--- config.mk ---
export PLATFORM = sky130hd
export DESIGN_NAME = pwr_seq_top
export DESIGN_NICKNAME = d
export VERILOG_FILES = /design/src/rtl/pwr_seq_pkg.sv /design/src/rtl/pwr_seq_timer.sv /design/src/rtl/pwr_seq_fsm.sv /design/src/rtl/pwr_seq_drive.sv /design/src/rtl/pwr_seq_top.sv
export SDC_FILE = /design/constraint.sdc
export NUM_CORES = 1
export LEC_CHECK = 0
export BUFFER_PORTS_ARGS = -buffer_cell sky130_fd_sc_hd__buf_2
export CORE_ASPECT_RATIO = 1.1
export CORE_MARGIN = 4
export CORE_UTILIZATION = 49
export DETAILED_ROUTE_END_ITERATION = 6
export PLACE_DENSITY = 0.67
export SYNTH_ARGS = -nofsm -noshare
export SYNTH_HDL_FRONTEND = slang
export SYNTH_SLANG_ARGS = --single-unit
--- constraint.sdc ---
create_clock -name clk -period 3.4 [get_ports clk]
set_input_delay 0.85 -clock clk [delete_from_list [all_inputs] [get_ports clk]]
set_output_delay 0.85 -clock clk [all_outputs]
set_load 0.005 [all_outputs]
--- src/rtl/pwr_seq_pkg.sv ---
// Shared types for the power sequencer: the sequencing states and the
// vector of four control lines each state drives.
package pwr_seq_pkg;

    typedef enum logic [2:0] {
        ST_OFF   = 3'd0,
        ST_BAT   = 3'd1,
        ST_IO    = 3'd2,
        ST_CHIP  = 3'd3,
        ST_RUN   = 3'd4,
        ST_DRST  = 3'd5,
        ST_DCHIP = 3'd6,
        ST_DIO   = 3'd7
    } seq_state_e;

    typedef struct packed {
        logic bat;
        logic io;
        logic chip;
        logic rel;
    } rail_vec_t;

    // Line levels held in each state; adjacent states differ in one line.
    function automatic rail_vec_t rails_of(seq_state_e s);
        rail_vec_t r;
        case (s)
            ST_OFF:   r = 4'b0000;
            ST_BAT:   r = 4'b1000;
            ST_IO:    r = 4'b1100;
            ST_CHIP:  r = 4'b1110;
            ST_RUN:   r = 4'b1111;
            ST_DRST:  r = 4'b1110;
            ST_DCHIP: r = 4'b1100;
            ST_DIO:   r = 4'b1000;
            default:  r = 4'b0000;
        endcase
        return r;
    endfunction

endpackage

--- src/rtl/pwr_seq_timer.sv ---
// Down-counter that times each sequencing step.
// Assumes: load pulses on every state change; sel_settle picks the long
// settle count instead of the step count. done is high once the loaded
// count has elapsed, so a state entered with load lasts exactly N cycles.
module pwr_seq_timer #(
    parameter int STEP_CYCLES   = 4,
    parameter int SETTLE_CYCLES = 1250000
) (
    input  logic clk,
    input  logic rst_n,
    input  logic load,
    input  logic sel_settle,
    output logic done
);
    localparam int MAXC = (SETTLE_CYCLES > STEP_CYCLES) ? SETTLE_CYCLES : STEP_CYCLES;
    localparam int CW   = $clog2(MAXC + 1);
    localparam logic [CW-1:0] STEP_LD   = CW'(STEP_CYCLES - 1);
    localparam logic [CW-1:0] SETTLE_LD = CW'(SETTLE_CYCLES - 1);

    logic [CW-1:0] cnt_q;

    // Reload on a state change, otherwise count down to zero and hold.
    always_ff @(posedge clk) begin
        if (!rst_n) begin
            cnt_q <= '0;
        end else if (load) begin
            cnt_q <= sel_settle ? SETTLE_LD : STEP_LD;
        end else if (cnt_q != '0) begin
            cnt_q <= cnt_q - 1'b1;
        end
    end

    assign done = (cnt_q == '0);

endmodule

--- src/rtl/pwr_seq_fsm.sv ---
// Sequencing state machine. Walks up through battery, I/O, chip enable and
// reset release, and down in reverse. A down request during power-up jumps
// to the power-down state whose line levels match the current ones.
// Assumes: requests are sampled every cycle; down wins over up.
module pwr_seq_fsm
    import pwr_seq_pkg::*;
(
    input  logic       clk,
    input  logic       rst_n,
    input  logic       up_req,
    input  logic       down_req,
    input  logic       tmr_done,
    output seq_state_e state,
    output logic       load,
    output logic       sel_settle
);
    seq_state_e state_q, state_d;

    // Next-state choice from the current step, the requests and the timer.
    always_comb begin
        state_d = state_q;
        case (state_q)
            ST_OFF:   if (up_req && !down_req) state_d = ST_BAT;
            ST_BAT:   if (down_req) state_d = ST_DIO;
                      else if (tmr_done) state_d = ST_IO;
            ST_IO:    if (down_req) state_d = ST_DCHIP;
                      else if (tmr_done) state_d = ST_CHIP;
            ST_CHIP:  if (down_req) state_d = ST_DRST;
                      else if (tmr_done) state_d = ST_RUN;
            ST_RUN:   if (down_req) state_d = ST_DRST;
            ST_DRST:  if (tmr_done) state_d = ST_DCHIP;
            ST_DCHIP: if (tmr_done) state_d = ST_DIO;
            ST_DIO:   if (tmr_done) state_d = ST_OFF;
            default:  state_d = ST_OFF;
        endcase
    end

    // State register.
    always_ff @(posedge clk) begin
        if (!rst_n) state_q <= ST_OFF;
        else        state_q <= state_d;
    end

    assign load       = (state_d != state_q);
    assign sel_settle = (state_d == ST_CHIP);
    assign state      = state_q;

endmodule

--- src/rtl/pwr_seq_drive.sv ---
// Output stage: registers the four control lines from the current state so
// every pin comes straight from a flop, then derives ready and off.
// Assumes: state comes from a register; outputs lag the state by one cycle.
module pwr_seq_drive
    import pwr_seq_pkg::*;
(
    input  logic       clk,
    input  logic       rst_n,
    input  seq_state_e state,
    output logic       bat_en,
    output logic       io_en,
    output logic       chip_en,
    output logic       mod_rst_n,
    output logic       ready,
    output logic       off
);
    rail_vec_t lines_q;
    logic      ready_q;
    logic      off_q;

    // Drive the control lines at the levels of the current state.
    always_ff @(posedge clk) begin
        if (!rst_n) lines_q <= '0;
        else        lines_q <= rails_of(state);
    end

    // Ready follows a released reset by one cycle; off tracks the idle state.
    always_ff @(posedge clk) begin
        if (!rst_n) begin
            ready_q <= 1'b0;
            off_q   <= 1'b1;
        end else begin
            ready_q <= lines_q.rel && (state == ST_RUN);
            off_q   <= (state == ST_OFF);
        end
    end

    assign bat_en    = lines_q.bat;
    assign io_en     = lines_q.io;
    assign chip_en   = lines_q.chip;
    assign mod_rst_n = lines_q.rel;
    assign ready     = ready_q;
    assign off       = off_q;

endmodule

--- src/rtl/pwr_seq_top.sv ---
// Radio module power sequencer top. Ties the step timer, the state machine
// and the registered output stage together.
// Assumes: STEP_CYCLES >= 1 and SETTLE_CYCLES >= 1, both in system-clock
// cycles; the default settle count is 5 ms at 250 MHz.
module pwr_seq_top
    import pwr_seq_pkg::*;
#(
    parameter int STEP_CYCLES   = 4,
    parameter int SETTLE_CYCLES = 1250000
) (
    input  logic clk,
    input  logic rst_n,
    input  logic up_req,
    input  logic down_req,
    output logic bat_en,
    output logic io_en,
    output logic chip_en,
    output logic mod_rst_n,
    output logic ready,
    output logic off
);
    seq_state_e state;
    logic       load;
    logic       sel_settle;
    logic       tmr_done;

    pwr_seq_timer #(
        .STEP_CYCLES  (STEP_CYCLES),
        .SETTLE_CYCLES(SETTLE_CYCLES)
    ) timer_i (
        .clk       (clk),
        .rst_n     (rst_n),
        .load      (load),
        .sel_settle(sel_settle),
        .done      (tmr_done)
    );

    pwr_seq_fsm fsm_i (
        .clk       (clk),
        .rst_n     (rst_n),
        .up_req    (up_req),
        .down_req  (down_req),
        .tmr_done  (tmr_done),
        .state     (state),
        .load      (load),
        .sel_settle(sel_settle)
    );

    pwr_seq_drive drive_i (
        .clk      (clk),
        .rst_n    (rst_n),
        .state    (state),
        .bat_en   (bat_en),
        .io_en    (io_en),
        .chip_en  (chip_en),
        .mod_rst_n(mod_rst_n),
        .ready    (ready),
        .off      (off)
    );

endmodule

==> run summary, run 1 <==
status: finished clean
final setup vio count: 0
DIE AREA: 4030 um2
top cell type's share of synthesized area: 0.399
Sw Ratio: 0.465
Psw: 0.831 mW
Adder-Cell Fraction of Synth Area: 0.00831
Vias: 1354
maximum VDD drop: 549 uV
Ports: 10
Critical Path RT: 3610 ps
Tmin final: 2480 ps
#FFs+latches synth: 30
Worst R2R End: timer_i.cnt_q[15]
vias in the first global route: 1252
Post-synth ARST share: 0
arrival time worst endpoint: 2690 ps
nets: 197
number of flops mapped to enable cells by yosys: 0
clock power share: 0.127
routed len/inst: 14.5 um
1st-pass router iterations: 6
slowest stage delay, CP: 640 ps
Clk Tree Root Cell: clkbuf_4
Max Cap Viol: 0
crit start category: flip-flop
sequential cell area: 601 um2
Hold Buf Count CTS: 0
Combinational Power Share: 0.557
Critical Path, Cell by Cell: inv_1 > ha_1 > or4b_2 > nor4_1 > a31oi_1 > nand2_1 > nor2_1
post-CTS setup buffers: 0
worst r2r src: timer_i.cnt_q[0]
cts bufs inserted: 5
DP Worst Slack: 979 ps
PwrDens: 1090 nW/um2
Synth Warn #: 0
Die Wd: 60.9 um
Inst Count DP: 218
total grt overflow: 0
largest family of logic cells by synthesized area: simple AND/OR/NAND/NOR gates
highest clock rate: 404 MHz
CP max stage cell: or4b_2
final WL: 3290 um
# rows: 20
cts repair resizes: 0
largest net degree at the start of global routing: 14
clk_lat worst skew: 340 ps
Starting Density: 0.528
Cell Area, Placed: 1580 um2
Setup CP Type: flip-flop to flip-flop
# fillers: 288
crit path max fanout: 10
syn_area_per_cell: 8.28 um2
share of power burned in registers: 0.317
hold slack: 484 ps
Die Ht: 66.2 um
post-layout util: 0.574
simple logic cell fraction of the synthesized area: 0.267
worst hold path depth: 1
fin. max-slew vios: 0
Final Power: 1.79 mW
multi-input logic area: 845 um2
Synth cell types: 42
Core ar.: 2850 um2
Worst Skew: 9.40 ps
PnR worst setup slack: 923 ps
Reg2Reg Depth: 7
top_reg_cell synth: dfxtp_1
GRT Total Usage: 0.193
Post-Syn Area: 1510 um2
final antenna-violating net count: 0
H-tree depth: 2
commonest non-fill, non-tap cells in the layout: 30 x dfxtp_1, 17 x nand2_1, 16 x a21oi_1
Critical Path Sink Type: flip-flop
CTS clk-pin slew, worst paths: 100 ps
PortBufs: 9
layout cells sized above 1: 0.150
most common cell after layout, fill and taps aside: dfxtp_1
ranking of synthesized cells by area: dfxtp_1 40%, a21oi_1 5.3%, xnor2_1 4.7%, nand2_1 4.2%, nor2_1 3.5%
Fin. Hold Viols: 0
sequential-to-total area share from yosys stat: 0.399
DRC: 0
TritonCTS clock tree: done
# clock sinks: 30
fin crit share: 0.728
Worst slew margin: 0.605
Worst Hold Class: flip-flop to flip-flop
DP Wirelength: 2370 um
Syn Nets: 187
Area Growth Syn to Fin: 8.64%
Least-Margin Pin Slew: 588 ps
Compound-Gate Fraction of Synth Area: 0.182
initial antenna violation count: 0
RSZ-0062 raised after global routing: false
Worst Hold Path EP: drive_i.ready
Synth Instances: 182
gpl congestion: 0.848
Setup TNS: 0 ps
cell taking the most area after synthesis: dfxtp_1
Post-Synth XOR/XNOR Area: 0.0814
clk buf depth: 2
via/cell ratio: 5.99
fin area: 1640 um2
first-pass GRT wire length: 5690 um
hold_sp: drive_i.mod_rst_n
Post-Layout Cell Count: 226
Iteration-0 DRC Markers: 135
Antenna diodes: 0
post-synthesis mux area share: 0.0216
R2R Setup Slk: 920 ps
internal power: 0.955 mW
Pleak: 0.666 nW
[registers in the layout, indices dropped and copies added (netlist names)]
register / count
timer_i.cnt_q: 21
fsm_i.state: 3
drive_i.bat_en: 1
drive_i.chip_en: 1
drive_i.io_en: 1
drive_i.mod_rst_n: 1
drive_i.off: 1
drive_i.ready: 1
[cell type report]
cell class / instances / share of cell area
multi-input cells: 136 / 0.516
clock inverters: 1 / 0.00306
inverters: 8 / 0.0183
well taps: 33 / 0.0252
clock buffers: 7 / 0.0336
repair buffers: 11 / 0.0367
flip-flops and latches: 30 / 0.367
[critical path: cells and delay by family, from the launching register on]
family          cells  cell delay [ps]
compound gates      1              180
buf+inv             1               90
fa+ha+maj           1              220
flops               1              330
simple gates        4             1530
[how the worst max path moves through the flow]
stage,startpoint,to,cells after the start
final,timer_i.cnt_q[0],timer_i.cnt_q[15],7
after global routing,timer_i.cnt_q[0],timer_i.cnt_q[11],7
after CTS,timer_i.cnt_q[0],timer_i.cnt_q[10],7
after detailed placement,timer_i.cnt_q[0],timer_i.cnt_q[10],7
after global placement,timer_i.cnt_q[13],timer_i.cnt_q[16],5
after floorplan,timer_i.cnt_q[0],timer_i.cnt_q[20],8
[per-layer routing]
layer  GRT usage  vias up  share of wire
li1            -      681              -
met1       0.243      635           0.46
met4      0.0732        0          0.017
met2       0.301       32           0.47
met5           0        -              0
met3      0.0645        6          0.049
[Yosys cell counts, types with 2 or more instances]
cell       count
nand2_1       17
or3_1          5
nand3_1        4
o211a_1        2
dfxtp_1       30
a2111oi_0      2
o31ai_1        2
or4_1          5
nor4_1         7
nor3_1         7
clkbuf_1       7
nand4_1        4
or2_2          2
a21oi_1       16
a211oi_1       2
a31oi_1        2
nand2b_1       2
nor2_1        14
xnor2_1        8
inv_1          8
xor2_1         6
mux2_2         2
o21ai_0        9
[cells by family after synthesis]
kind of cell | Yosys count
DFF | 30
and+or+nand+nor | 75
muxes | 3
buffers and inverters | 16
AOI/OAI and AO/OA | 43
xor gates and xnor gates | 14
adders and majority gates | 1
[power groups by stage]
stage          logic (mW)  registers [mW]  clock network, mW
3_5_place_dp        0.980           0.572                  0
4_1_cts             0.988           0.563              0.229
5_1_grt              1.12           0.587              0.249
6_report            0.994           0.566              0.226
2_1_floorplan       0.801           0.526                  0
3_3_place_gp        0.970           0.567                  0
(Power assumes the default switching activity.)
==> run 2: changes to the inputs <==
--- a/config.mk
+++ b/config.mk
@@ -5,12 +5,13 @@
 export SDC_FILE = /design/constraint.sdc
 export NUM_CORES = 1
 export LEC_CHECK = 0
+export ABC_AREA = 1
 export BUFFER_PORTS_ARGS = -buffer_cell sky130_fd_sc_hd__buf_2
 export CORE_ASPECT_RATIO = 1.1
 export CORE_MARGIN = 4
 export CORE_UTILIZATION = 49
 export DETAILED_ROUTE_END_ITERATION = 6
-export PLACE_DENSITY = 0.67
+export PLACE_DENSITY = 0.69
 export SYNTH_ARGS = -nofsm -noshare
 export SYNTH_HDL_FRONTEND = slang
 export SYNTH_SLANG_ARGS = --single-unit
==> constraint.sdc (replaced) <==
create_clock -name clk -period 2.05 [get_ports clk]
set_input_delay 0.5125 -clock clk [delete_from_list [all_inputs] [get_ports clk]]
set_output_delay 0.5125 -clock clk [all_outputs]
set_load 0.005 [all_outputs]
==> run summary, run 2 <==
PortBufs: 9 (unchanged)
via/cell ratio: 4.90 (was 5.99)
PnR worst setup slack: -8.32 ps (was 923 ps)
worst r2r src: timer_i.cnt_q[1] (was timer_i.cnt_q[0])
CP startpoint: timer_i.cnt_q[1] (was timer_i.cnt_q[0])
Ports: 10 (unchanged)
final antenna-violating net count: 0 (unchanged)
hold slack: 481 ps (was 484 ps)
Post-Synth XOR/XNOR Area: 0.0982 (was 0.0814)
Iteration-0 DRC Markers: 53 (was 135)
routed len/inst: 11.3 um (was 14.5 um)
most frequent cell after synthesis: nand2_1 (was dfxtp_1)
sequential-to-total area share from yosys stat: 0.355 (was 0.399)
Adder-Cell Fraction of Synth Area: 0.00739 (was 0.00831)
Antenna diodes: 0 (unchanged)
Critical Path Sink Type: flip-flop (unchanged)
syn_area_per_cell: 7.03 um2 (was 8.28 um2)
fin area: 2220 um2 (was 1640 um2)
DP Worst Slack: -6.64 ps (was 979 ps)
crit start category: flip-flop (unchanged)
top_reg_cell synth: dfxtp_1 (unchanged)
Starting Density: 0.509 (was 0.528)
crit path max fanout: 6 (was 10)
DIE AREA: 4460 um2 (was 4030 um2)
Synth cell types: 30 (was 42)
Cell Area, Placed: 1970 um2 (was 1580 um2)
Critical Path End: timer_i.cnt_q[1] (was timer_i.cnt_q[15])
final WL: 3770 um (was 3290 um)
final setup vio count: 3 (was 0)
Max Cap Viol: 0 (unchanged)
first-pass GRT wire length: 6200 um (was 5690 um)
hold_sp: drive_i.mod_rst_n (unchanged)
critical path's top delay family: simple AND/OR/NAND/NOR gates (unchanged)
top cell type's share of synthesized area: 0.355 (was 0.399)
Die Ht: 69.7 um (was 66.2 um)
top post-synthesis cells by count: 57 x nand2_1, 40 x nor2_1, 30 x dfxtp_1 (was 30 x dfxtp_1, 17 x nand2_1, 16 x a21oi_1)
violated checks: setup timing
arrival time worst endpoint: 2300 ps (was 2690 ps)
Worst path depth: 16 (was 7)
Setup CP Type: flip-flop to flip-flop (unchanged)
fin crit share: 1.00 (was 0.728)
initial antenna violation count: 0 (unchanged)
Tmin final: 2060 ps (was 2480 ps)
Least-Margin Pin Slew: 319 ps (was 588 ps)
Synth Warn #: 0 (unchanged)
cell taking the most area after synthesis: dfxtp_1 (unchanged)
Post-Syn Area: 1690 um2 (was 1510 um2)
cts bufs inserted: 5 (unchanged)
TritonCTS clock tree: done (unchanged)
Post-synth ARST share: 0 (unchanged)
Die Wd: 64.1 um (was 60.9 um)
Vias: 1631 (was 1354)
most flop-heavy register: timer_i.cnt_q (unchanged)
H-tree depth: 2 (unchanged)
# clock sinks: 30 (unchanged)
layout cells sized above 1: 0.326 (was 0.150)
# rows: 22 (was 20)
most common cell after layout, fill and taps aside: nand2_1 (was dfxtp_1)
1st-pass router iterations: 5 (was 6)
Syn Nets: 246 (was 187)
most used cell, CP: nand2_4
RSZ-0062 raised after global routing: true (was false)
clk buf depth: 2 (unchanged)
Reg2Reg Depth: 16 (was 7)
post-layout util: 0.666 (was 0.574)
GRT Total Usage: 0.178 (was 0.193)
simple logic cell fraction of the synthesized area: 0.427 (was 0.267)
Worst R2R End: timer_i.cnt_q[1] (was timer_i.cnt_q[15])
status: complete, but fails checks (was finished clean)
R2R Setup Slk: -8 ps (was 920 ps)
clk_lat worst skew: 340 ps (about the same)
Worst Skew: 8.65 ps (was 9.40 ps)
largest net degree at the start of global routing: 12 (was 14)
Area Growth Syn to Fin: 30.9% (was 8.64%)
CP max stage cell: dfxtp_2 (was or4b_2)
highest clock rate: 486 MHz (was 404 MHz)
Worst slew margin: 0.786 (was 0.605)
slowest stage delay, CP: 340 ps (was 640 ps)
Fin. Hold Viols: 0 (unchanged)
number of flops mapped to enable cells by yosys: 0 (unchanged)
Clk Tree Root Cell: clkbuf_4 (unchanged)
largest family of logic cells by synthesized area: simple AND/OR/NAND/NOR gates (unchanged)
gpl congestion: 0.941 (was 0.848)
DP Wirelength: 2620 um (was 2370 um)
DRC: 0 (unchanged)
critical path buffer and inverter count: 3 (was 1)
Core ar.: 3330 um2 (was 2850 um2)
CTS clk-pin slew, worst paths: 90 ps (was 100 ps)
Worst Hold Class: flip-flop to flip-flop (unchanged)
post-synthesis mux area share: 0 (was 0.0216)
vias in the first global route: 1408 (was 1252)
#FFs+latches synth: 30 (unchanged)
number of flip-flops under the largest register name: 21 (unchanged)
Critical Path RT: 2290 ps (was 3610 ps)
Synth Instances: 241 (was 182)
Critical Path, Cell by Cell: inv_2 > ha_4 > nand2_4 > nor2_4 > nand3_4 > nand2_2 > nor2_2 > nor2_2 > nand2_4 > nand2_4 > nand2_4 > a21oi_4 > buf_6 > nand2_1 > nand2_1 > inv_1 (was inv_1 > ha_1 > or4b_2 > nor4_1 > a31oi_1 > nand2_1 > nor2_1)
Hold Buf Count CTS: 0 (unchanged)
commonest non-fill, non-tap cells in the layout: 51 x nand2_1, 30 x nor2_1, 29 x dfxtp_1 (was 30 x dfxtp_1, 17 x nand2_1, 16 x a21oi_1)
fin. max-slew vios: 0 (unchanged)
Compound-Gate Fraction of Synth Area: 0.0436 (was 0.182)
ranking of synthesized cells by area: dfxtp_1 35%, nand2_1 13%, nor2_1 8.9%, xor2_1 7.2%, inv_1 5.5% (was dfxtp_1 40%, a21oi_1 5.3%, xnor2_1 4.7%, nand2_1 4.2%, nor2_1 3.5%)
total grt overflow: 0 (unchanged)
nets: 289 (was 197)
run 2: cell count changes in the layout (fill, tap and decap cells not counted), sizes merged, moves of 3 or more:
cell / delta
xnor2: -3
a21oi: -9
nor4: -4
or3: -6
xor2: +8
nand3: +14
or4: -6
buf: +26
o21ai: -6
nand2: +48
nor2: +35
inv: +20
run 2: how the worst min path moves through the flow:
stage / end / cells past startpoint
after global placement: drive_i.ready / 1
after global routing: drive_i.ready / 1
final: drive_i.ready / 1
after detailed placement: drive_i.ready / 1
after floorplan: drive_i.ready / 1
after CTS: timer_i.cnt_q[0] / 3
run 2: area by class of cell:
type | count | area (um2)
Multi-Input combinational cell | 181 | 1120
Fill cell | 311 | 1110
Sequential cell | 30 | 602
Timing Repair Buffer | 37 | 263
Inverter | 29 | 111
Tap cell | 48 | 60.1
Clock buffer | 7 | 55.1
Clock inverter | 1 | 5.00
run 2: cells by family after synthesis:
kind of cell | Yosys count
buffers and inverters | 31
adder cells (fa/ha/maj) | 1
flip-flops | 30
AND/OR/NAND/NOR | 148
AO/OA/AOI/OAI | 12
XOR/XNOR | 19
run 2: worst reg2reg max path: stages, from the launching register on:
cell and delay [ps]:
dfxtp_2 340, inv_2 60, ha_4 150, nand2_4 60
nor2_4 190, nand3_4 140, nand2_2 100, nor2_2 40
nor2_2 140, nand2_4 80, nand2_4 70, nand2_4 60
a21oi_4 210, buf_6 170, nand2_1 50, nand2_1 50
inv_1 30
run 2: repair_timing:
action,in CTS,in global routing
resized for setup,1,38
pin swaps,1,9
endpoints found under the setup margin,13,21
buffers inserted,0,4
cloned,0,1
run 2: per-stage QoR:
step	cells	setup TNS (ps)
floorplan	241	0
CTS	328	-6.13
global route	333	-2300
detailed placement	320	-11.5
global placement	320	0
finish	333	-17.4
run 2: metal layers:
layer / part of all wire / GRT usage / routed length, um / vias up
li1: - / - / - / 842
met1: 0.44 / 0.221 / 1670 / 742
met2: 0.47 / 0.272 / 1790 / 37
met3: 0.046 / 0.0535 / 174 / 10
met4: 0.035 / 0.0935 / 133 / 0
met5: 0 / 0 / 0 / -
Power of run 2 is not shown: default switching activity piles up to over one toggle a cycle in this logic, so the estimate is an artifact.
